==> src/rtl/plru_pkg.sv <==
package plru_pkg;
  localparam int WAYS  = 4;
  localparam int WAY_W = 2;

  typedef logic [WAY_W-1:0] way_t;

  // root chooses pair, lo_leaf inside ways 0/1, hi_leaf inside ways 2/3
  typedef struct packed {
    logic hi_leaf;
    logic lo_leaf;
    logic root;
  } tree_t;

  localparam tree_t TREE_RESET = '{hi_leaf: 1'b0, lo_leaf: 1'b0, root: 1'b0};
endpackage

==> src/rtl/plru_victim_pick.sv <==
module plru_victim_pick
  import plru_pkg::*;
(
  input  tree_t            tree,
  input  logic [WAYS-1:0]  way_valid,
  output way_t             victim
);
  way_t tree_way;
  way_t empty_way;
  logic any_empty;

  // walk the tree: root picks the pair, the pair's leaf picks the way
  always_comb begin
    if (!tree.root) tree_way = tree.lo_leaf ? way_t'(1) : way_t'(0);
    else            tree_way = tree.hi_leaf ? way_t'(3) : way_t'(2);
  end

  // lowest-numbered empty way; scan downward so the lowest wins
  always_comb begin
    empty_way = '0;
    any_empty = 1'b0;
    for (int i = WAYS - 1; i >= 0; i--) begin
      if (!way_valid[i]) begin
        empty_way = way_t'(i);
        any_empty = 1'b1;
      end
    end
  end

  assign victim = any_empty ? empty_way : tree_way;

  always_comb begin
    if (!(&way_valid)) begin
      assert_victim_empty_R5: assert (!way_valid[victim])
        else $error("victim way %0d is valid while an empty way exists", victim);
    end
  end
endmodule

==> src/rtl/plru_tree_update.sv <==
module plru_tree_update
  import plru_pkg::*;
(
  input  tree_t cur,
  input  way_t  ref_way,
  output tree_t nxt
);
  always_comb begin
    nxt = cur;
    unique case (ref_way)
      2'd0: begin nxt.root = 1'b1; nxt.lo_leaf = 1'b1; end
      2'd1: begin nxt.root = 1'b1; nxt.lo_leaf = 1'b0; end
      2'd2: begin nxt.root = 1'b0; nxt.hi_leaf = 1'b1; end
      default: begin nxt.root = 1'b0; nxt.hi_leaf = 1'b0; end
    endcase
  end

  always_comb begin
    if (!ref_way[1]) begin
      assert_keep_hi_R3: assert (nxt.hi_leaf == cur.hi_leaf)
        else $error("upper leaf changed on lower-pair reference");
    end else begin
      assert_keep_lo_R4: assert (nxt.lo_leaf == cur.lo_leaf)
        else $error("lower leaf changed on upper-pair reference");
    end
  end
endmodule

==> src/rtl/plru_repl_ctrl.sv <==
module plru_repl_ctrl
  import plru_pkg::*;
#(
  parameter  int NUM_SETS = 64,
  localparam int SET_W    = (NUM_SETS > 1) ? $clog2(NUM_SETS) : 1
) (
  input  logic             clk,
  input  logic             rst_n,
  input  logic             acc_valid,
  input  logic [SET_W-1:0] acc_set,
  input  logic             acc_hit,
  input  logic [1:0]       hit_way,
  input  logic [3:0]       way_valid,
  input  logic [1:0]       fill_way,
  output logic [1:0]       victim_way
);
  tree_t state_q [NUM_SETS];
  tree_t cur_tree;
  tree_t nxt_tree;
  way_t  ref_way;

  assign cur_tree = state_q[acc_set];
  assign ref_way  = acc_hit ? hit_way : fill_way;

  plru_victim_pick u_pick (
    .tree      (cur_tree),
    .way_valid (way_valid),
    .victim    (victim_way)
  );

  plru_tree_update u_upd (
    .cur     (cur_tree),
    .ref_way (ref_way),
    .nxt     (nxt_tree)
  );

  always_ff @(posedge clk) begin
    if (!rst_n) begin
      for (int s = 0; s < NUM_SETS; s++) state_q[s] <= TREE_RESET;
    end else if (acc_valid) begin
      state_q[acc_set] <= nxt_tree;
    end
  end

  // a just-referenced way is never the next tree victim of its set
  assert_moved_away_R7: assert property (@(posedge clk) disable iff (!rst_n)
    ($past(acc_valid) && $past(rst_n) && (acc_set == $past(acc_set)) && (&way_valid))
      |-> (victim_way != $past(ref_way)))
    else $error("victim equals the way referenced in the previous cycle");

  // with an empty way present, a nonzero victim implies way 0 is valid
  assert_lowest_empty_R5: assert property (@(posedge clk) disable iff (!rst_n)
    (!(&way_valid) && (victim_way != 2'd0)) |-> way_valid[0])
    else $error("lower empty way skipped");
endmodule

==> config.mk <==
export PLATFORM = sky130hd
export DESIGN_NAME = plru_repl_ctrl
export DESIGN_NICKNAME = d
export VERILOG_FILES = /design/src/rtl/plru_pkg.sv /design/src/rtl/plru_victim_pick.sv /design/src/rtl/plru_tree_update.sv /design/src/rtl/plru_repl_ctrl.sv
export SDC_FILE = /design/constraint.sdc
export NUM_CORES = 1
export LEC_CHECK = 0
export BUFFER_PORTS_ARGS = -buffer_cell sky130_fd_sc_hd__buf_4
export CAP_MARGIN = 40
export CORE_MARGIN = 3
export CORE_UTILIZATION = 40
export DETAILED_ROUTE_END_ITERATION = 6
export GPL_TIMING_DRIVEN = 0
export HOLD_SLACK_MARGIN = 0.08
export PLACE_DENSITY = 0.53
export SYNTH_ARGS = -nofsm -noshare
export SYNTH_HDL_FRONTEND = slang
export SYNTH_SLANG_ARGS = --single-unit
==> constraint.sdc <==
create_clock -name clk -period 3.3 [get_ports clk]
set_input_delay 0.495 -clock clk [delete_from_list [all_inputs] [get_ports clk]]
set_output_delay 0.495 -clock clk [all_outputs]
set_load 0.05 [all_outputs]
After elaboration in Yosys (flattened, before gate mapping)
Memories as Yosys holds them, arrays and structs flattened.
Index checks and enable logic that the tools add are counted.
- register bits: 0
- logic and storage cells: 29
- output and inout bits: 2
- input port bits: 18
- RAM bits: 192
- memories: 1
- reduce and logical (&&, ||, !) cells: 3
- equal/unequal tests: 2
- mux-type cells: 23
- memory list (memory ; depth ; bits a word ; rd ports ; clocked after Yosys merged registers in ; write ports ; line ; RTL):
    state_q ; 64 ; 3 ; 1 ; 0 ; 64 ; plru_repl_ctrl.sv:17 ; tree_t state_q [NUM_SETS];
- operators with widths (kind ; number):
    2-to-1 mux 2 bit ; 7
    2-to-1 mux 1 bit ; 12
    2-to-1 mux 6 bit ; 1
    case mux 1 bit (2 select lines) ; 2
    2-to-1 mux 3 bit ; 1
    OR reduction 3 bit ; 1
    == test 2 x 1 -> 1 bit (second input constant) ; 1
    == test 2 bit (second input constant) ; 1
    logical NOT 2 bit ; 1
    OR reduction 2 bit ; 1

Logic depth before layout (Yosys ltp)
Gate-level depths: netlist of the first run.
- depth in word-level cells: 5
- depth in mapped cells: 12
- gate-level depth less buffers: 7

Modules after synthesis
A second synthesis of the first run with hierarchy kept.
- cell total of the unflattened synthesis: 868
- area total of the unflattened synthesis: 9833.2 sq um
- modules (own cells, without submodules) (module ; instances ; cells an instance ; seq. area each (sq um) ; area an instance (sq um)):
    plru_repl_ctrl ; 1 ; 856 ; 5765.5 ; 9761.9
    plru_victim_pick ; 1 ; 7 ; 0.0 ; 43.8
    plru_tree_update ; 1 ; 5 ; 0.0 ; 27.5

Worst setup path before layout of the first run
No wires, ideal clock.
- path type: input port to output port
- from: input port acc_set[1]
- to: output port victim_way[0]
- path buffers: 3
- required time: 2.805 ns
- stages: 10
- arrival time: 3.140 ns
- slack: -0.335 ns
- cell sequence: buf_2 > buf_2 > buf_1 > mux2i_1 > o2bb2ai_1 > a21o_1 > a221o_1 > nor4b_2 > mux2i_1 > a31oi_1
- word-level cells in the longest chain between the ends: 4
- elaborated cells between the ends (all ways): 5
- those cells by class: 4 x mux; 1 x memory
- ends and longest elaborated chain (item ; line ; RTL):
    from (decl) ; plru_repl_ctrl.sv:10 ; input logic [SET_W-1:0] acc_set,
    memory read (64 x 3 bit) * ; - ;
    2-to-1 mux 1 bit (on tied branches) ; plru_victim_pick.sv:14, plru_victim_pick.sv:15 ;
    2-to-1 mux 2 bit * ; plru_victim_pick.sv:14 ; if (!tree.root) tree_way = tree.lo_leaf ? way_t'(1) : way_t'(0);
    2-to-1 mux 2 bit * ; plru_victim_pick.sv:30 ; assign victim = any_empty ? empty_way : tree_way;
    to (decl) ; plru_repl_ctrl.sv:15 ; output logic [1:0] victim_way
Every way passes the cells marked *; elsewhere a longest branch is shown, timed or not.

Worst setup path in the final report of the first run
Ends and elaborated chain as after synthesis.

==> metrics.md, run 1 <==
| Metric | Value |
|---|---|
| Multiplexer share of the synthesized area | 0.08009 |
| Max reg flops | 192 |
| Worst-path clk slew | 0.07 ns |
| R2R Setup Slk | 0.18 ns |
| Post-synth EDFFs | 192 |
| Top reg by flops | state_q |
| Final worst path period need | 3.499 ns |
| CP Depth | 11 |
| R2R Path End | state_q[11][1] |
| Number of global-route vias before repair | 7369 |
| Die span in x | 158.8 um |
| XOR/XNOR Fraction of Synth Area | 0 |
| Post-synth top flop | edfxtp_1 |
| Critical Path, Cell by Cell | buf_4 -> buf_12 -> buf_12 -> mux2_2 -> a221o_1 -> a22oi_2 -> o22ai_4 -> nor4b_4 -> mux2i_4 -> a31oi_4 -> buf_6 |
| Crit-path most repeated cell | buf_12 |
| Slew Viols, Final | 0 |
| Crit path buf inv count | 4 |
| Final Hold Fails | 0 |
| Sink Count | 192 |
| CP startpoint | acc_set[1] |
| Die area | 25230 um^2 |
| Synth Area in Compound Gates | 0.07687 |
| # rows | 55 |
| Syn Inst Count | 823 |
| Switching portion of total power | 0.2662 |
| Syn Area/Cell | 11.35 um^2 |
| Clk Latency, worst-skew pair | 0.44 ns |
| Register share of total power | 0.503 |
| # hold bufs at CTS | 0 |
| CP Max Fanout | 10 |
| Root Buffer | clkbuf_16 |
| Hold WC Path Type | input port to flop |
| FF-to-FF Start | state_q[43][1] |
| CORE AREA | 22780 um^2 |
| Fin nets | 924 |
| Peak VDD IR | 0.3183 mV |
| CTS tree | built |
| Netlist cell types | 51 |
| Setup crit end | victim_way[0] |
| Register area | 5766 um^2 |
| Worst-Margin Slew | 0.8414 ns |
| Sequential-to-total area share from yosys stat | 0.6171 |
| Synthesized cell area | 9343 um^2 |
| Most frequent cells in the layout | nor2_1, edfxtp_1, nand2_1, buf_4 |
| Worst reg2reg path depth | 8 |
| Internal power | 4108 uW |
| Final setup viols | 2 |
| Place WS | -1.469 ns |
| Post-route insts no fill | 1232 |
| PD cells | 498.8 nW/um^2 |
| Critical path type | input port to output port |
| Inst Count DP | 1168 |
| N_diodes | 0 |
| Combinational Power Share | 0.140 |
| Cell taking the most area after synthesis | edfxtp_1 |
| Status | complete, but fails checks |
| Asr flop ratio synth | 0 |
| Main combinational cell family by area after synthesis | simple AND/OR/NAND/NOR gates |
| RSZ-0062 raised after global routing | true |
| P_sw | 1490 uW |
| Clock skew | 0.01107 ns |
| Crit start category | input port |
| Clock Tree Buf Depth | 2 |
| Clock share of power | 0.358 |
| Starting density of the core | 0.4102 |
| Layout area overhead | 20.12% |
| Remaining global-route overflow | 0 |
| Simple-gate share of the synthesized area | 0.1851 |
| Critical path's top delay family | compound AO/OA/AOI/OAI gates |
| Share of cells above drive strength 1 | 0.2155 |
| Tot GR Track Use | 0.2559 |
| I/O Pins | 20 |
| WL/cell | 26.20 um |
| Top cells by area, synth | edfxtp_1, nor2_1, nand2_1, mux2i_1, mux2_2 |
| H-tree levels | 4 |
| Slack of the critical path | -0.1993 ns |
| Drt drc | 0 |
| WP data required | 2.80 ns |
| Syn_nets | 841 |
| Post-Synth Adder-Cell Area | 0 |
| Crit path capture type | output port |
| First-pass GRT wire length | 46.81 mm |
| Max-slew headroom | 0.4391 |
| #FFs+latches synth | 192 |
| Fmax | 0.2858 GHz |
| Tcrit/Tclk final | 1.060 |
| Slowest-stage cell, CP | nor4b_4 |
| Placer Congestion | 0.9296 |
| Most common cell after layout, fill and taps aside | nor2_1 |
| Area of the multi-input gates | 3379 um^2 |
| Die H | 158.8 um |
| Area share of the largest cell type after synthesis | 0.6171 |
| DP HPWL | 22.59 mm |
| CTS buffer count | 17 |
| Max cap viols | 0 |
| Via count | 7219 |
| Largest net degree at the start of global routing | 18 |
| Ys Warns | 0 |
| DRT iter0 DRCs | 935 |
| WL final | 32.28 mm |
| Post-route ant nets | 0 |
| I/O Buffers | 19 |
| Via-to-Cell Ratio | 5.860 |
| Worst EP arrival | 3.00 ns |
| P_leak | 0.004133 uW |
| Initial antenna violation count | 0 |
| Worst path max stage delay | 0.42 ns |
| TritonRoute pass-1 iters | 6 |
| Largest regs | state_q x192 |
| Failing checks | setup timing |
| Filler cell count | 2044 |
[cells by family after synthesis]
kind of cell / count (synthesis)
AOI/OAI and AO/OA: 93
muxes: 59
DFF: 192
buffers and inverters: 69
and+or+nand+nor: 410
[metrics by stage]
step	utilization	instance area [um^2]	TNS [ns]	total power [uW]	hold slack [ns]
2_1_floorplan	-	9364	0	3235	0.9210
3_5_place_dp	0.4415	10060	-103.16	3520	1.110
3_3_place_gp	0.4346	9898	-303.87	3498	1.100
6_report	0.4927	11220	-0.2369	5598	0.7506
5_1_grt	0.4927	11220	-0.3017	5734	0.7836
4_1_cts	0.4900	11160	-0.1494	5570	0.7252
[area by class of cell]
| class | instances | area share |
|---|---|---|
| sequential | 192 | 0.5138 |
| buffer | 64 | 0.05017 |
| clock inverter | 15 | 0.01182 |
| inverter | 5 | 0.001784 |
| timing repair buffer | 64 | 0.04850 |
| tap | 313 | 0.03490 |
| multi-input combinational | 562 | 0.3011 |
| clock buffer | 17 | 0.03791 |
[metal layers]
metal,part of all wire,vias to the layer above,track usage
li1,-,3127,-
met1,0.38,3515,0.3181
met5,0,-,0
met4,0.050,0,0.1257
met3,0.11,117,0.06574
met2,0.46,460,0.4169
[power by group through the flow]
stage | clock, uW | sequential, uW | combinational, uW
detailed placement | 0 | 2870 | 654
floorplan | 0 | 2840 | 393
finish | 2000 | 2810 | 783
global placement | 0 | 2860 | 636
global route | 2110 | 2820 | 809
CTS | 2010 | 2810 | 747
[worst min-delay path by stage]
stage                           endpoint  slack (ns)  depth (start not counted)           start
after floorplan            state_q[1][0]        0.92                          2           rst_n
after global placement    state_q[19][1]        1.10                          5  state_q[63][1]
after detailed placement  state_q[21][1]        1.11                          5  state_q[63][1]
after CTS                 state_q[47][0]        0.73                          4       acc_valid
after global routing      state_q[47][0]        0.78                          4       acc_valid
final                     state_q[47][2]        0.75                          4       acc_valid
[synthesized netlist by cell type, types with 2 or more instances]
cell and n:
nor2_1 204, edfxtp_1 192, nand2_1 139, clkbuf_1 26, mux2i_1 26, mux2_2 22
a22oi_1 17, buf_2 14, o21ai_0 12, nand3_1 11, buf_6 10, nand2b_1 10
a221oi_1 9, mux4_2 9, and3b_1 8, buf_4 8, a221o_1 7, nor2b_1 7
o22ai_1 7, o2bb2ai_1 7, and3_1 6, buf_1 6, nor3_1 6, a22o_1 5
a21oi_1 4, a31oi_1 4, and2_1 4, inv_1 4, nor3b_1 4, a211oi_1 3
o211a_1 3, o211ai_1 3, o221ai_1 3, a21boi_0 2, a32oi_1 2, nand4_1 2
nor4_1 2, or2_2 2
[tightest hold or removal path, delay by kind of cell]
family	cells	cell delay (ns)
AND/OR/NAND/NOR	3	0.40
buffers and inverters	1	0.13
[timing repair]
action	in CTS	in global routing
gates resized for setup	82	9
pin swaps	9	7
endpoints found under the hold margin	0	0
setup buffers	30	3
setup endpoints to repair	127	62
(Power assumes the default switching activity.)
==> inputs of run 2 (changes only) <==
PLACE_DENSITY = default   (was 0.53)
PLACE_DENSITY_LB_ADDON = 0.1   (was default)
==> metrics.md, run 2 (synthesized netlist as in run 1, its figures left out) <==
| Metric | Value |
|---|---|
| CTS buffer count | 17 |
| Post-route ant nets | 0 |
| Die span in x | 158.8 um |
| Status | complete, but fails checks |
| Fin nets | 919 |
| WL final | 32.18 mm |
| P_leak | 0.004106 uW |
| Tot GR Track Use | 0.2564 |
| Post-route cell area | 11120 um^2 |
| Failing checks | setup timing |
| Peak VDD IR | 0.2866 mV |
| Slack of the critical path | -0.2172 ns |
| Max reg flops | 192 |
| Fmax | 0.2843 GHz |
| Layout area overhead | 19.00% |
| Top reg by flops | state_q |
| N_diodes | 0 |
| Max-slew headroom | 0.3379 |
| Drt drc | 0 |
| Die area | 25230 um^2 |
| Worst EP arrival | 3.02 ns |
| TritonRoute pass-1 iters | 5 |
| Core Util, Final | 0.4881 |
| Crit path capture type | output port |
| Most frequent cells in the layout | nor2_1, edfxtp_1, nand2_1, buf_4, mux2i_1 |
| Die H | 158.8 um |
| Met2 usage | 0.4069 |
| Starting density of the core | 0.4102 |
| GRT met3 Usage | 0.05844 |
| Slowest-stage cell, CP | nor4b_4 |
| First-pass GRT wire length | 47.67 mm |
| Hold path cells | 4 |
| Max cap viols | 0 |
| Worst hold slack | 0.7567 ns |
| M1 GR Usage | 0.3435 |
| Placer Congestion | 0.9605 |
| Critical Path, Cell by Cell | buf_12 -> buf_12 -> buf_12 -> buf_12 -> mux2_4 -> a221o_1 -> a22oi_2 -> o22ai_2 -> nor4b_4 -> mux2i_2 -> a31oi_4 -> buf_6 |
| # hold bufs at CTS | 0 |
| PD cells | 499.5 nW/um^2 |
| Placed inst area | 10040 um^2 |
| Worst reg2reg path depth | 8 |
| Slew Viols, Final | 0 |
| Initial antenna violation count | 0 |
| Root Buffer | clkbuf_16 |
| WL/cell | 26.22 um |
| CP Max Fanout | 6 |
| Via-to-Cell Ratio | 5.906 |
| Largest regs | state_q x192 |
| Via count | 7247 |
| Clock Tree Buf Depth | 2 |
| I/O Buffers | 19 |
| Remaining global-route overflow | 0 |
| H-tree levels | 4 |
| Final worst path period need | 3.517 ns |
| Most common cell after layout, fill and taps aside | nor2_1 |
| Critical path type | input port to output port |
| Tcrit/Tclk final | 1.066 |
| Number of global-route vias before repair | 7279 |
| RSZ-0062 raised after global routing | true |
| DRT iter0 DRCs | 973 |
| Clk Latency, worst-skew pair | 0.44 ns |
| GRT busiest layer | met2 |
| Worst path max stage delay | 0.40 ns |
| I/O Pins | 20 |
| Share of cells above drive strength 1 | 0.2133 |
| Sink Count | 192 |
| Hold WC Path Type | input port to flop |
| CORE AREA | 22780 um^2 |
| DP HPWL | 22.49 mm |
| Worst-Margin Slew | 0.9855 ns |
| CTS tree | built |
| Final Hold Fails | 0 |
| Largest net degree at the start of global routing | 19 |
| Crit-path most repeated cell | buf_12 |
| Final setup viols | 2 |
| # rows | 55 |
| Crit start category | input port |
| WP data required | 2.80 ns |
| Clock skew | 0.01104 ns |
| Worst-path clk slew | 0.08 ns |
[run 2: path summary, 6_finish.rpt]
| kind | start | to | slack, ns |
|---|---|---|---|
| setup / recovery | acc_set[2] | victim_way[0] | -0.22 |
| hold / removal | acc_set[0] | state_q[22][2] | 0.76 |
| setup reg to reg | state_q[43][1] | state_q[23][1] | 0.23 |
| hold reg to reg | state_q[63][1] | state_q[21][1] | 1.22 |
[run 2: final cells by class]
type | count | area (um^2)
Clock buffer | 17 | 425.4
Sequential cell | 192 | 5766
Timing Repair Buffer | 60 | 496.7
Clock inverter | 15 | 121.4
Buffer | 63 | 528.0
Multi-Input combinational cell | 562 | 3366
Tap cell | 313 | 391.6
Inverter | 5 | 23.77
Fill cell | 2077 | 11660
[run 2: worst max-delay path, delay by kind of cell]
family          cells  cell delay [ns]
compound gates      4             0.85
buf+inv             5             0.65
mux                 2             0.62
simple gates        1             0.40
[run 2: timing repair]
action / in CTS / in global routing
buffers inserted: 22 / 6
hold endpoints to repair: 0 / 0
resized for setup: 71 / 15
pin swaps: 9 / 6
endpoints found under the setup margin: 129 / 62
[run 2: where the power goes]
group          switching, uW  total, uW  internal [uW]
Sequential              36.4       2810           2770
Combinational            496        770            274
Clock                    990       1980            985
[run 2: routing by layer]
metal,up-vias,wire [um],part of all wire
li1,3117,-,-
met1,3595,13240,0.41
met2,440,14640,0.46
met3,95,2814,0.087
met4,0,1477,0.046
met5,-,0,0
[run 2: through the flow]
stage	instances	total power [uW]	worst slack, ns	setup TNS (ns)
after floorplan	823	3235	0.007393	0
after global placement	1155	3509	-1.934	-309.58
after detailed placement	1168	3522	-1.399	-111.63
after CTS	1222	5522	-0.2100	-0.2458
after global routing	1227	5688	-0.2436	-0.3192
final	1227	5554	-0.2172	-0.2669
==> inputs of run 3 (changes only) <==
MAX_ROUTING_LAYER = met4   (was default)
==> metrics.md, run 3 (synthesized netlist as in run 1, its figures left out) <==
| Metric | Value |
|---|---|
| Status | complete, but fails checks |
| Failing checks | setup timing |
| Critical path type | input port to output port |
| Combinational Power Share | 0.139 |
| Initial antenna violation count | 0 |
| Switching portion of total power | 0.2593 |
| Top reg by flops | state_q |
| M1 GR Usage | 0.3501 |
| Max cap viols | 0 |
| Crit path capture type | output port |
| Final Hold Fails | 0 |
| Clk Latency, worst-skew pair | 0.44 ns |
| Crit-path most repeated cell | buf_12 |
| Worst EP arrival | 2.99 ns |
| Most frequent cells in the layout | nor2_1, edfxtp_1, nand2_1, buf_4, mux2i_1 |
| Via count | 7340 |
| TritonRoute pass-1 iters | 5 |
| Worst-path clk slew | 0.07 ns |
| I/O Pins | 20 |
| # hold bufs at CTS | 0 |
| Post-route insts no fill | 1227 |
| CTS tree | built |
| Fin nets | 920 |
| CTS buffer count | 17 |
| Max reg flops | 192 |
| Via-to-Cell Ratio | 5.982 |
| Most common cell after layout, fill and taps aside | nor2_1 |
| Hold WC Path Type | input port to flop |
| Area of the multi-input gates | 3390 um^2 |
| GRT busiest layer | met2 |
| Die area | 25230 um^2 |
| RSZ-0062 raised after global routing | true |
| Internal power | 4253 uW |
| WL/cell | 26.94 um |
| Worst path max stage delay | 0.38 ns |
| Final setup viols | 2 |
| Placer Congestion | 0.9834 |
| Starting density of the core | 0.4102 |
| CP Max Fanout | 7 |
| Register area | 5766 um^2 |
| Drt drc | 0 |
| H-tree levels | 4 |
| N_diodes | 0 |
| Remaining global-route overflow | 0 |
| Slew Viols, Final | 0 |
| Post-route ant nets | 0 |
| P_leak | 0.004188 uW |
| I/O Buffers | 19 |
| Critical Path, Cell by Cell | buf_12 -> buf_12 -> buf_12 -> buf_12 -> nor2b_4 -> a221oi_2 -> o221ai_2 -> a221o_1 -> nor4b_4 -> buf_4 -> mux2i_4 -> a31oi_4 -> buf_6 |
| Fmax | 0.2868 GHz |
| CORE AREA | 22780 um^2 |
| Die span in x | 158.8 um |
| Root Buffer | clkbuf_16 |
| Slack of the critical path | -0.1864 ns |
| Sink Count | 192 |
| Crit start category | input port |
| Clock share of power | 0.371 |
| Peak VDD IR | 0.2879 mV |
| WL final | 33.06 mm |
| First-pass GRT wire length | 47.98 mm |
| Tot GR Track Use | 0.2676 |
| Met2 usage | 0.4163 |
| Largest net degree at the start of global routing | 17 |
| Clock Tree Buf Depth | 2 |
| GRT met3 Usage | 0.04722 |
| Largest regs | state_q x192 |
| Slowest-stage cell, CP | a221o_1 |
| DRT iter0 DRCs | 911 |
| Final worst path period need | 3.486 ns |
| P_sw | 1489 uW |
| Tcrit/Tclk final | 1.056 |
| DP HPWL | 22.83 mm |
| Die H | 158.8 um |
| PD cells | 508.6 nW/um^2 |
| Pwr Total | 5742 uW |
| # rows | 55 |
| Register share of total power | 0.490 |
| Worst-Margin Slew | 0.9693 ns |
| Number of global-route vias before repair | 7229 |
| Share of cells above drive strength 1 | 0.2210 |
| Clock skew | 0.009123 ns |
| WP data required | 2.80 ns |
| Max-slew headroom | 0.3503 |
| Inst Count DP | 1168 |
| Layout area overhead | 20.84% |
| Crit path buf inv count | 6 |
| Worst hold slack | 0.7552 ns |
| Filler cell count | 2016 |
| Critical path's top delay family | compound AO/OA/AOI/OAI gates |
-- run 3: changes by cell type in the layout (fill, tap and decap cells not counted), moves of 2 or more --
cell,before,now
clkbuf_1,22,18
inv_6,7,3
bufinv_16,0,3
buf_12,11,13
buf_4,61,59
bufbuf_16,0,2
clkinv_2,1,3
nor2_1,204,202
nor2_2,0,2
-- run 3: worst paths after layout --
path             startpoint              to  slack (ns)  depth (start not counted)
max              acc_set[0]   victim_way[0]       -0.19                         13
min reg2reg   state_q[1][1]  state_q[21][1]        1.25                          6
min             fill_way[1]  state_q[21][1]        0.76                          4
max reg2reg  state_q[47][1]  state_q[23][1]        0.19                          8
-- run 3: area by class of cell --
type	instances	share of cell area
clock buffer	17	0.03768
clock inverter	14	0.01452
timing repair buffer	63	0.05220
tap	313	0.03469
inverter	5	0.002438
sequential	192	0.5107
multi-input combinational	562	0.3002
buffer	61	0.04755
-- run 3: routing by layer --
metal	vias up	part of all wire
met3	101	0.095
met5	-	0
met1	3663	0.40
li1	3109	-
met2	467	0.46
met4	0	0.041
-- run 3: power by group through the flow --
stage | combinational, uW | clock [uW] | sequential (uW)
floorplan | 393 | 0 | 2840
CTS | 758 | 2130 | 2810
global placement | 646 | 0 | 2860
global route | 822 | 2210 | 2820
finish | 798 | 2130 | 2810
detailed placement | 662 | 0 | 2860
-- run 3: worst min-delay path, cell delays in order --
cell     delay [ns]
buf_4          0.08
mux2_2         0.23
a21oi_4        0.17
nor2_1         0.10
-- run 3: per-stage QoR --
step           instance area (um^2)  worst slack [ns]  utilization  setup TNS, ns
6_report                      11290           -0.1864       0.4956        -0.2958
5_1_grt                       11290           -0.2073       0.4956        -0.3336
4_1_cts                       11220           -0.1650       0.4926        -0.1650
3_5_place_dp                  10050            -1.378       0.4413         -99.81
3_3_place_gp                   9898            -1.862       0.4346        -303.93
2_1_floorplan                  9364          0.007393            -              0
-- run 3: repair_timing --
| item | 4_1_cts | 5_1_grt |
|---|---|---|
| pin swaps | 9 | 4 |
| cloned | 2 | 0 |
| setup endpoints to repair | 126 | 18 |
| gates resized for setup | 86 | 12 |
| buffers inserted | 26 | 3 |
